==> src/rtl/pwr_seq_pkg.sv <==
// Shared types for the domain sleep/wake sequencer.
package pwr_seq_pkg;
    typedef enum logic [2:0] {
        ST_ACT, ST_DN_RST, ST_DN_CLK, ST_OFF, ST_WAIT, ST_UP_PWR, ST_UP_CLK
    } seq_state_t;

    typedef enum logic [1:0] {
        CLK_NONE = 2'b00, CLK_LF = 2'b01, CLK_HF = 2'b11
    } clk_sel_t;

    typedef struct packed {
        logic virt;   // keep power on while down
        logic shut;   // full shut-down
        logic lf;     // low-frequency clock while down
        logic fixed;  // fixed-delay wake-up
    } sleep_cfg_t;
endpackage

==> src/rtl/pwr_seq_fsm.sv <==
// Sleep/wake step sequencer. Captures the configuration and retention mask
// when a sleep request is accepted, walks reset -> clock -> power on the way
// down and the reverse on the way up, and counts the fixed wake delay.
// Assumes WAKE_DLY >= 1 and single-cycle wake/sleep pulses are enough.
module pwr_seq_fsm
    import pwr_seq_pkg::*;
#(
    parameter int NUM_BANKS = 4,
    parameter int WAKE_DLY  = 16
) (
    input  logic                 clk,
    input  logic                 rst_n,
    input  logic                 deep_sleep,
    input  logic                 wake_evt,
    input  logic                 dbg_active,
    input  sleep_cfg_t           cfg_in,
    input  logic [NUM_BANKS-1:0] mask_in,
    output seq_state_t           state,
    output sleep_cfg_t           cfg_q,
    output logic [NUM_BANKS-1:0] mask_q
);
    localparam int CNT_W = $clog2(WAKE_DLY + 1);
    localparam logic [CNT_W-1:0] LAST = CNT_W'(WAKE_DLY - 1);

    logic [CNT_W-1:0] cnt;

    // State walk, configuration capture and wake-delay counting.
    always_ff @(posedge clk) begin
        if (!rst_n) begin
            state  <= ST_ACT;
            cfg_q  <= '0;
            mask_q <= '0;
            cnt    <= '0;
        end else begin
            case (state)
                ST_ACT: if (deep_sleep && !dbg_active) begin
                    state  <= ST_DN_RST;
                    cfg_q  <= cfg_in;
                    mask_q <= mask_in;
                end
                ST_DN_RST: state <= wake_evt ? ST_ACT : ST_DN_CLK;
                ST_DN_CLK: state <= wake_evt ? ST_ACT : ST_OFF;
                ST_OFF: if (wake_evt) begin
                    cnt   <= '0;
                    state <= cfg_q.fixed ? ST_WAIT : ST_UP_PWR;
                end
                ST_WAIT: begin
                    if (cnt == LAST) state <= ST_UP_PWR;
                    else             cnt   <= cnt + 1'b1;
                end
                ST_UP_PWR: state <= ST_UP_CLK;
                ST_UP_CLK: state <= ST_ACT;
                default:   state <= ST_ACT;
            endcase
        end
    end

    // debug holds the domain active
    a_r8_dbg_hold: assert property (@(posedge clk) disable iff (!rst_n)
        (state == ST_ACT && dbg_active) |=> state == ST_ACT);
    // nothing leaves active without the deep-sleep indication
    a_r9_needs_sleep: assert property (@(posedge clk) disable iff (!rst_n)
        (state == ST_ACT && !deep_sleep) |=> state == ST_ACT);
    // the fixed wait ends only after its full count
    a_r7_wait_len: assert property (@(posedge clk) disable iff (!rst_n)
        (state == ST_WAIT && cnt != LAST) |=> state == ST_WAIT);
    // a wake during the down steps returns to active
    a_r10_abort: assert property (@(posedge clk) disable iff (!rst_n)
        ((state == ST_DN_RST || state == ST_DN_CLK) && wake_evt) |=> state == ST_ACT);
endmodule

==> src/rtl/pwr_seq_outmap.sv <==
// Decodes the sequencer step and captured configuration into the domain
// power switch, reset, clock select and per-bank RAM controls.
// Assumes the state and configuration are registered upstream.
module pwr_seq_outmap
    import pwr_seq_pkg::*;
#(
    parameter int NUM_BANKS = 4
) (
    input  seq_state_t           state,
    input  logic                 virt,
    input  logic                 shut,
    input  logic                 lf,
    input  logic [NUM_BANKS-1:0] mask_q,
    output logic                 pwr_on,
    output logic                 rst_o,
    output clk_sel_t             clk_sel,
    output logic [NUM_BANKS-1:0] ret_o,
    output logic [NUM_BANKS-1:0] off_o,
    output logic                 shut_o
);
    logic down, gated, real_off;
    clk_sel_t pd_src;

    // Step decode into domain controls.
    always_comb begin
        down     = (state == ST_OFF) || (state == ST_WAIT);
        gated    = down || (state == ST_DN_CLK) || (state == ST_UP_PWR);
        real_off = down && (shut || !virt);
        pd_src   = shut ? CLK_NONE : (lf ? CLK_LF : CLK_NONE);
        clk_sel  = gated ? pd_src : CLK_HF;
        pwr_on   = !real_off;
        rst_o    = (state != ST_ACT);
        shut_o   = down && shut;
    end

    // One retention/off pair per RAM bank.
    for (genvar b = 0; b < NUM_BANKS; b++) begin : g_bank
        assign ret_o[b] = real_off && !shut && mask_q[b];
        assign off_o[b] = real_off && (shut || !mask_q[b]);
    end
endmodule

==> src/rtl/pwr_rst_status.sv <==
// Write-one-to-clear reset status flags; a set in the same cycle wins.
module pwr_rst_status #(
    parameter int STAT_W = 2
) (
    input  logic              clk,
    input  logic              rst_n,
    input  logic [STAT_W-1:0] set_i,
    input  logic [STAT_W-1:0] clr_i,
    output logic [STAT_W-1:0] status
);
    // Flag update: clear selected bits, then apply sets.
    always_ff @(posedge clk) begin
        if (!rst_n) status <= '0;
        else        status <= (status & ~clr_i) | set_i;
    end

    // a set bit reads back as one
    a_r11_set: assert property (@(posedge clk) disable iff (!rst_n)
        (|set_i) |=> ((status & $past(set_i)) == $past(set_i)));
    // a clear without a set reads back as zero
    a_r11_clear: assert property (@(posedge clk) disable iff (!rst_n)
        (|(clr_i & ~set_i)) |=> ((status & $past(clr_i & ~set_i)) == '0));
endmodule

==> src/rtl/pwr_domain_seq.sv <==
// Top of the switchable-domain sleep/wake controller on the 32 kHz clock.
// Builds the sleep configuration from the control inputs, runs the step
// sequencer, decodes domain controls and keeps the reset status flags.
module pwr_domain_seq
    import pwr_seq_pkg::*;
#(
    parameter int NUM_BANKS = 4,
    parameter int WAKE_DLY  = 16
) (
    input  logic                 clk,
    input  logic                 rst_n,
    input  logic                 pd_en,
    input  logic                 virt_off,
    input  logic                 wake_fixed,
    input  logic                 pd_clk_lf,
    input  logic [NUM_BANKS-1:0] ret_mask,
    input  logic                 sd_en,
    input  logic                 dbg_active,
    input  logic                 deep_sleep,
    input  logic                 wake_evt,
    input  logic [1:0]           rst_flag_set,
    input  logic [1:0]           rst_flag_clr,
    output logic                 dom_pwr_on,
    output logic                 dom_rst,
    output logic [1:0]           dom_clk_sel,
    output logic [NUM_BANKS-1:0] ram_ret,
    output logic [NUM_BANKS-1:0] ram_off,
    output logic                 shutdown_o,
    output logic [1:0]           rst_status
);
    sleep_cfg_t cfg_in, cfg_q;
    seq_state_t state;
    clk_sel_t   clk_sel_w;
    logic [NUM_BANKS-1:0] mask_q;

    // Power-down disabled behaves as a virtual power-off.
    always_comb begin
        cfg_in.virt  = virt_off || !pd_en;
        cfg_in.shut  = sd_en;
        cfg_in.lf    = pd_clk_lf;
        cfg_in.fixed = wake_fixed;
    end

    pwr_seq_fsm #(.NUM_BANKS(NUM_BANKS), .WAKE_DLY(WAKE_DLY)) u_fsm (
        .clk(clk), .rst_n(rst_n), .deep_sleep(deep_sleep), .wake_evt(wake_evt),
        .dbg_active(dbg_active), .cfg_in(cfg_in), .mask_in(ret_mask),
        .state(state), .cfg_q(cfg_q), .mask_q(mask_q)
    );

    pwr_seq_outmap #(.NUM_BANKS(NUM_BANKS)) u_map (
        .state(state), .virt(cfg_q.virt), .shut(cfg_q.shut), .lf(cfg_q.lf),
        .mask_q(mask_q), .pwr_on(dom_pwr_on), .rst_o(dom_rst),
        .clk_sel(clk_sel_w), .ret_o(ram_ret), .off_o(ram_off), .shut_o(shutdown_o)
    );

    assign dom_clk_sel = clk_sel_w;

    pwr_rst_status #(.STAT_W(2)) u_stat (
        .clk(clk), .rst_n(rst_n), .set_i(rst_flag_set), .clr_i(rst_flag_clr),
        .status(rst_status)
    );

    // power is only off with reset held and the fast clock removed
    a_r2_off_order: assert property (@(posedge clk) disable iff (!rst_n)
        !dom_pwr_on |-> (dom_rst && dom_clk_sel != CLK_HF));
    // no bank is both retained and switched off
    a_r5_bank_excl: assert property (@(posedge clk) disable iff (!rst_n)
        (ram_ret & ram_off) == '0);
    // reset leads the clock change on the way down
    a_r2_rst_first: assert property (@(posedge clk) disable iff (!rst_n)
        ($past(dom_clk_sel) == CLK_HF && dom_clk_sel != CLK_HF) |-> $past(dom_rst));
endmodule

==> config.mk <==
export PLATFORM = sky130hd
export DESIGN_NAME = pwr_domain_seq
export DESIGN_NICKNAME = d
export VERILOG_FILES = /design/src/rtl/pwr_seq_pkg.sv /design/src/rtl/pwr_seq_fsm.sv /design/src/rtl/pwr_seq_outmap.sv /design/src/rtl/pwr_rst_status.sv /design/src/rtl/pwr_domain_seq.sv
export SDC_FILE = /design/constraint.sdc
export NUM_CORES = 1
export LEC_CHECK = 0
export ABC_AREA = 1
export BUFFER_PORTS_ARGS = -buffer_cell sky130_fd_sc_hd__buf_4
export CAP_MARGIN = 20
export CORE_UTILIZATION = 38
export CTS_CLUSTER_DIAMETER = 150
export DETAILED_ROUTE_END_ITERATION = 10
export GPL_TIMING_DRIVEN = 0
export PLACE_DENSITY = 0.65
export SYNTH_ARGS = -nofsm -noshare
export SYNTH_HDL_FRONTEND = slang
export SYNTH_SLANG_ARGS = --single-unit
==> constraint.sdc <==
create_clock -name clk -period 2.2 [get_ports clk]
set_input_delay 0.11 -clock clk [delete_from_list [all_inputs] [get_ports clk]]
set_output_delay 0.11 -clock clk [all_outputs]
set_load 0.005 [all_outputs]
Yosys cells after proc, flatten, opt, wreduce, memory -nomap -nowiden
Index checks and enable logic that the tools add are counted.
Operators by class
  multiplexer cells: 13
  reduce and logical (&&, ||, !) cells: 36
  bitwise operators: 3
  add/subtract/negate cells: 1
  equality and inequality tests: 10
Operators by type and width (number)
  one-hot mux 3 bit (6 select lines): 1
  logical AND 1 bit: 12
  two-way mux 5 bit: 2
  one-hot mux 5 bit (2 select lines): 1
  zero test 1 bit: 9
  logical OR 1 bit: 9
  two-way mux 3 bit: 3
  two-way mux 2 bit: 4
  == test 3 x 2 -> 1 bit (second input constant): 2
  == test 3 bit (second input constant): 2
  AND reduction 3 bit: 2
  adder 5 x 1 -> 5 bit (second input constant): 1
  == test 5 x 4 -> 1 bit (second input constant): 1
  != test 2 x 1 -> 1 bit (second input constant): 2
  != test 2 bit (second input constant): 2
  == test 3 x 1 -> 1 bit (second input constant): 1
  zero test 3 bit: 1
  nonzero test 3 bit: 1
  AND 2 bit: 1
  two-way mux 1 bit: 2
  NOT 2 bit: 1
  bitwise OR 2 bit: 1
  AND reduction 2 bit: 1
  nonzero test 2 bit: 1
Word-level totals
  logic and storage cells: 71
  register bits: 18
  input port bits: 18

Logic depth before layout (Yosys ltp)
  depth in word-level cells: 5
  depth in mapped cells: 11
  gate-level depth less buffers: 11

Modules after synthesis
A second synthesis with hierarchy kept.
Unflattened totals
  cells, all modules: 160
  area total of the unflattened synthesis: 1009.7 um^2
Modules (own cells, without submodules)
  pwr_seq_fsm: instances 1, cells each 116, area each 782.0 um^2, seq. area each 320.3 um^2
  pwr_seq_outmap: instances 1, cells each 31, area each 143.9 um^2, seq. area each 0.0 um^2
  pwr_rst_status: instances 1, cells each 11, area each 76.3 um^2, seq. area each 40.0 um^2
  pwr_domain_seq: instances 1, cells each 2, area each 7.5 um^2, seq. area each 0.0 um^2

Worst setup path after synthesis
OpenSTA, ideal clock, no wires.
  path kind: register -> register
  from: register u_fsm.cnt[0]
  to: register u_fsm.cnt[1]
  setup slack: 0.744 ns
  setup time: 0.116 ns
  required time: 2.084 ns
  stages on the path, launching flop included: 11
  arrival time: 1.340 ns
  cell sequence: dfxtp_1 ha_1 nand2_1 nor2_1 ha_1 inv_1 nand3_2 nand2_1 nand2_2 o21ai_0 nor2_1
Between the ends
  cells in the longest elaborated chain, start to end: 3
  elaborated cells on any way between the ends: 6
  those cells by class: 1 x add/sub; 2 x eq/ne; 2 x mux; 1 x reduce/logical
Ends and longest elaborated chain
  from (decl): RTL line pwr_seq_fsm.sv:25  | logic [CNT_W-1:0] cnt;
  from (signal assigned): RTL line pwr_seq_fsm.sv:49  | else cnt <= cnt + 1'b1;
  adder 5 x 1 -> 5 bit / == test 5 x 4 -> 1 bit (equally long branches): RTL line pwr_seq_fsm.sv:49, pwr_seq_fsm.sv:48
  two-way mux 5 bit / != test 2 bit (equally long branches)
  one-hot mux 5 bit (2 select lines) / AND reduction 3 bit (equally long branches)
Parallel ways exist; a longest one is shown, timed or not. The select of a mux whose other input is x is not followed.
A chain may end at the register's enable or synchronous reset.

Final worst setup path
  from: register u_fsm.state[1]
  to: output port ram_ret[0]
Between the ends
  cells in the longest elaborated chain, start to end: 5
  elaborated cells on any way between the ends: 6
  those cells by class: 2 x eq/ne; 4 x reduce/logical
Ends and longest elaborated chain
  from (decl): RTL line pwr_seq_fsm.sv:18  | output seq_state_t state,
  from (signal assigned): RTL line pwr_seq_fsm.sv:41  | ST_DN_RST: state <= wake_evt ? ST_ACT : ST_DN_CLK;
  from (signal assigned): RTL line pwr_seq_fsm.sv:42  | ST_DN_CLK: state <= wake_evt ? ST_ACT : ST_OFF;
  from (signal assigned): RTL line pwr_seq_fsm.sv:45  | state <= cfg_q.fixed ? ST_WAIT : ST_UP_PWR;
  == test 3 x 2 -> 1 bit / == test 3 bit (equally long branches): RTL line pwr_seq_outmap.sv:26  | down = (state == ST_OFF) || (state == ST_WAIT);
  logical OR 1 bit *: RTL line pwr_seq_outmap.sv:26
  logical AND 1 bit *: RTL line pwr_seq_outmap.sv:28  | real_off = down && (shut || !virt);
  logical AND 1 bit * (2 in series): RTL line pwr_seq_outmap.sv:38  | assign ret_o[b] = real_off && !shut && mask_q[b];
  to (decl): RTL line pwr_domain_seq.sv:26  | output logic [NUM_BANKS-1:0] ram_ret,
Mark *: on every way between the ends. The rest lies on a longest branch, timed or not.

==> impl_metrics.env <==
export IMPL_status="finished, final reports clean"
export IMPL_post_route_util_pct=55.0
export IMPL_cp_slowest_cell="dfxtp_1"
export IMPL_grt_pass1_vias=951
export IMPL_dp_cells=202
export IMPL_hold_worst_slack_ns=0.0171
export IMPL_fill_cells=233
export IMPL_avgSynthCellArea_um2=6.71
export IMPL_numPortBuffers=31
export IMPL_io_pins=33
export IMPL_grt_pass1_wl_um=3910
export IMPL_maxCapViolCount=0
export IMPL_diodes=0
export IMPL_cpPeakStageDelay_ns=0.49
export IMPL_place_area_um2=1230
export IMPL_fmax_mhz=566
export IMPL_drc_errors=0
export IMPL_drtIter0Drc=16
export IMPL_ant_nets=0
export IMPL_max_slew_margin_rel_pct=72.6
export IMPL_ys_top_cells_by_count="nand2_1 (28), inv_1 (20), a21oi_1 (19)"
export IMPL_grt_overflow=0
export IMPL_worstPathMaxFanout=6
export IMPL_syn_to_final_growth_pct=31.7
export IMPL_clkSinkCount=18
export IMPL_place_gp_congestion=0.787
export IMPL_worstSetupPathType="flop to output port"
export IMPL_first_pass_iters=4
export IMPL_synth_edf_count=0
export IMPL_crit_family="flip-flops"
export IMPL_crit_chain="nand2_2, nand2_1, o21ai_1, a21oi_2, nand2_1, nor2_1, buf_4"
export IMPL_path_clk_slew_ns=0.11
export IMPL_yosys_warnings=0
export IMPL_grtUsageTotal_pct=19.5
export IMPL_required_ns=2.09
export IMPL_synth_area_top_cells="dfxtp_1 (38%), nand2_1 (11%), a21oi_1 (9.9%), inv_1 (7.8%), nor2_1 (7.0%)"
export IMPL_clk_latency_ns=0.29
export IMPL_drt_met1_wl_um=1070
export IMPL_yosysTopAreaCell="dfxtp_1"
export IMPL_htreeDepth=1
export IMPL_ir_drop_v=0.000342
export IMPL_worstSetupEndpointType="output port"
export IMPL_core_area_um2=2300
export IMPL_setup_viol=0
export IMPL_vias_per_cell=4.99
export IMPL_die_h_um=52.3
export IMPL_final_cells=206
export IMPL_layout_drive_gt1_share_pct=28.1
export IMPL_ys_seq_area_share_pct=37.5
export IMPL_antenna_found_initial=0
export IMPL_cts_buffer_depth=2
export IMPL_report_final_slew_viol_count=0
export IMPL_final_area_um2=1260
export IMPL_fin_ws_ns=0.433
export IMPL_finalHoldViolations=0
export IMPL_dieArea_um2=2730
export IMPL_start_util_pct=41.8
export IMPL_drt_wirelength_per_cell_um=11.2
export IMPL_fin_crit_sh_pct=80.3
export IMPL_yosysUniqueCellTypes=23
export IMPL_ys_async_sr_fraction_pct=0
export IMPL_yosysMostFrequentCell="nand2_1"
export IMPL_post_cts_buffers=0
export IMPL_power_density_nw_per_um2=561
export IMPL_start_kind="flop"
export IMPL_via_count=1028
export IMPL_wl_met2_um=1120
export IMPL_p_total_mw=0.709
export IMPL_tns_ns=0
export IMPL_worstMarginPinSlew_ns=0.411
export IMPL_die_w_um=52.3
export IMPL_row_count=17
export IMPL_ys_flop_type="dfxtp_1"
export IMPL_rsz0062_at_grt="false"
export IMPL_routed_wl_um=2310
export IMPL_period_needed_ns=1.77
export IMPL_place_hpwl_um=1760
export IMPL_cts_tree="done"
export IMPL_yosys_register_bits=18
export IMPL_top_layer_used="met4"
export IMPL_netlist_instances=143
export IMPL_cts_buffers=3
export IMPL_cpMostUsedCell="nand2_1"
export IMPL_grt_start_max_net_pins=11
export IMPL_design_final_nets=199
export IMPL_arrival_ns=1.66
export IMPL_synth_nets=163
export IMPL_dp_slack_ns=0.601
export IMPL_cts_root_buf="clkbuf_4"
export IMPL_worst_path_buf_inv=1
export IMPL_wl_met3_um=95
export IMPL_skew_ns=0.00370
export IMPL_synth_top_area_share_pct=37.5
export IMPL_synth_area_um2=960
export IMPL_holdCritPathClass="input port to flop"
export IMPL_hold_buffers=0
export IMPL_postCtsResizedCells=0
export IMPL_leakagePower_nw=0.593
-- worst reg2reg max path: cells and delay by family (launching register included) --
kind	cells	cell delay, ns
buffers and inverters	1	0.07
AO/OA/AOI/OAI	1	0.30
AND/OR/NAND/NOR	6	0.47
adder cells (fa/ha/maj)	2	0.39
flip-flops	1	0.36
-- path summary, 6_finish.rpt --
path,to,cells after the start,start,slack [ns]
min,u_stat.status[0]$_SDFF_PN0_,3,rst_flag_set[0],0.02
min reg2reg,u_fsm.cfg_q[0]$_SDFFE_PN0P_,2,u_fsm.cfg_q[0]$_SDFFE_PN0P_,0.48
max,ram_ret[0],7,u_fsm.state[1]$_SDFFE_PN0P_,0.43
max reg2reg,u_fsm.cnt[4]$_SDFFE_PN0P_,10,u_fsm.cnt[0]$_SDFFE_PN0P_,0.52
-- where the power goes --
part	internal, mW	total (mW)	switching [mW]
clock	0.101	0.208	0.107
sequential	0.348	0.363	0.0152
combinational	0.0639	0.137	0.0735
total	0.512	0.709	0.196
-- cell type report --
class                           count  area [um2]  share of cell area [%]
Clock buffer                        4        36.3                    2.87
Timing Repair Buffer               31         233                    18.4
Sequential cell                    18         360                    28.5
Tap cell                           28        35.0                    2.77
Multi-Input combinational cell     98         489                    38.7
Inverter                           24        90.1                    7.13
Buffer                              3        20.0                    1.58
-- cells by family (layout without fill, tap and decap cells) --
logic type	Yosys count	in the layout	synth area share, %
buffers and inverters	27	62	11.5
AO/OA/AOI/OAI	31	31	16.9
adder cells (fa/ha/maj)	2	2	2.61
AND/OR/NAND/NOR	65	65	31.4
flip-flops	18	18	37.5
-- placed cells by master, fill, tap and decap left out --
master,instances
buf_6,1
inv_1,20
a21oi_1,19
nand4_1,2
nand2_1,28
buf_4,31
clkbuf_1,1
clkbuf_8,1
a21oi_2,1
nor3_1,1
nor2_2,1
nor2_4,2
nand3_2,1
o21ai_1,1
nand3_1,7
o2111ai_1,1
nand2_2,4
clkbuf_4,3
dfxtp_1,18
inv_2,3
nor3b_2,1
o21ai_0,9
clkinv_1,1
ha_1,2
buf_2,1
nor2_1,18
-- flip-flops by register name (all words and copies together) (netlist names) --
name           flops
u_stat.status      2
u_fsm.mask_q       4
u_fsm.state        3
u_fsm.cfg_q        4
u_fsm.cnt          5
-- metal layers --
metal / GRT usage, % / up-vias
li1: - / 529
met1: 24.1 / 466
met2: 33.8 / 29
met3: 2.61 / 4
met4: 7.89 / 0
met5: 0 / -
Note: power is estimated with default switching activity, not from simulation.
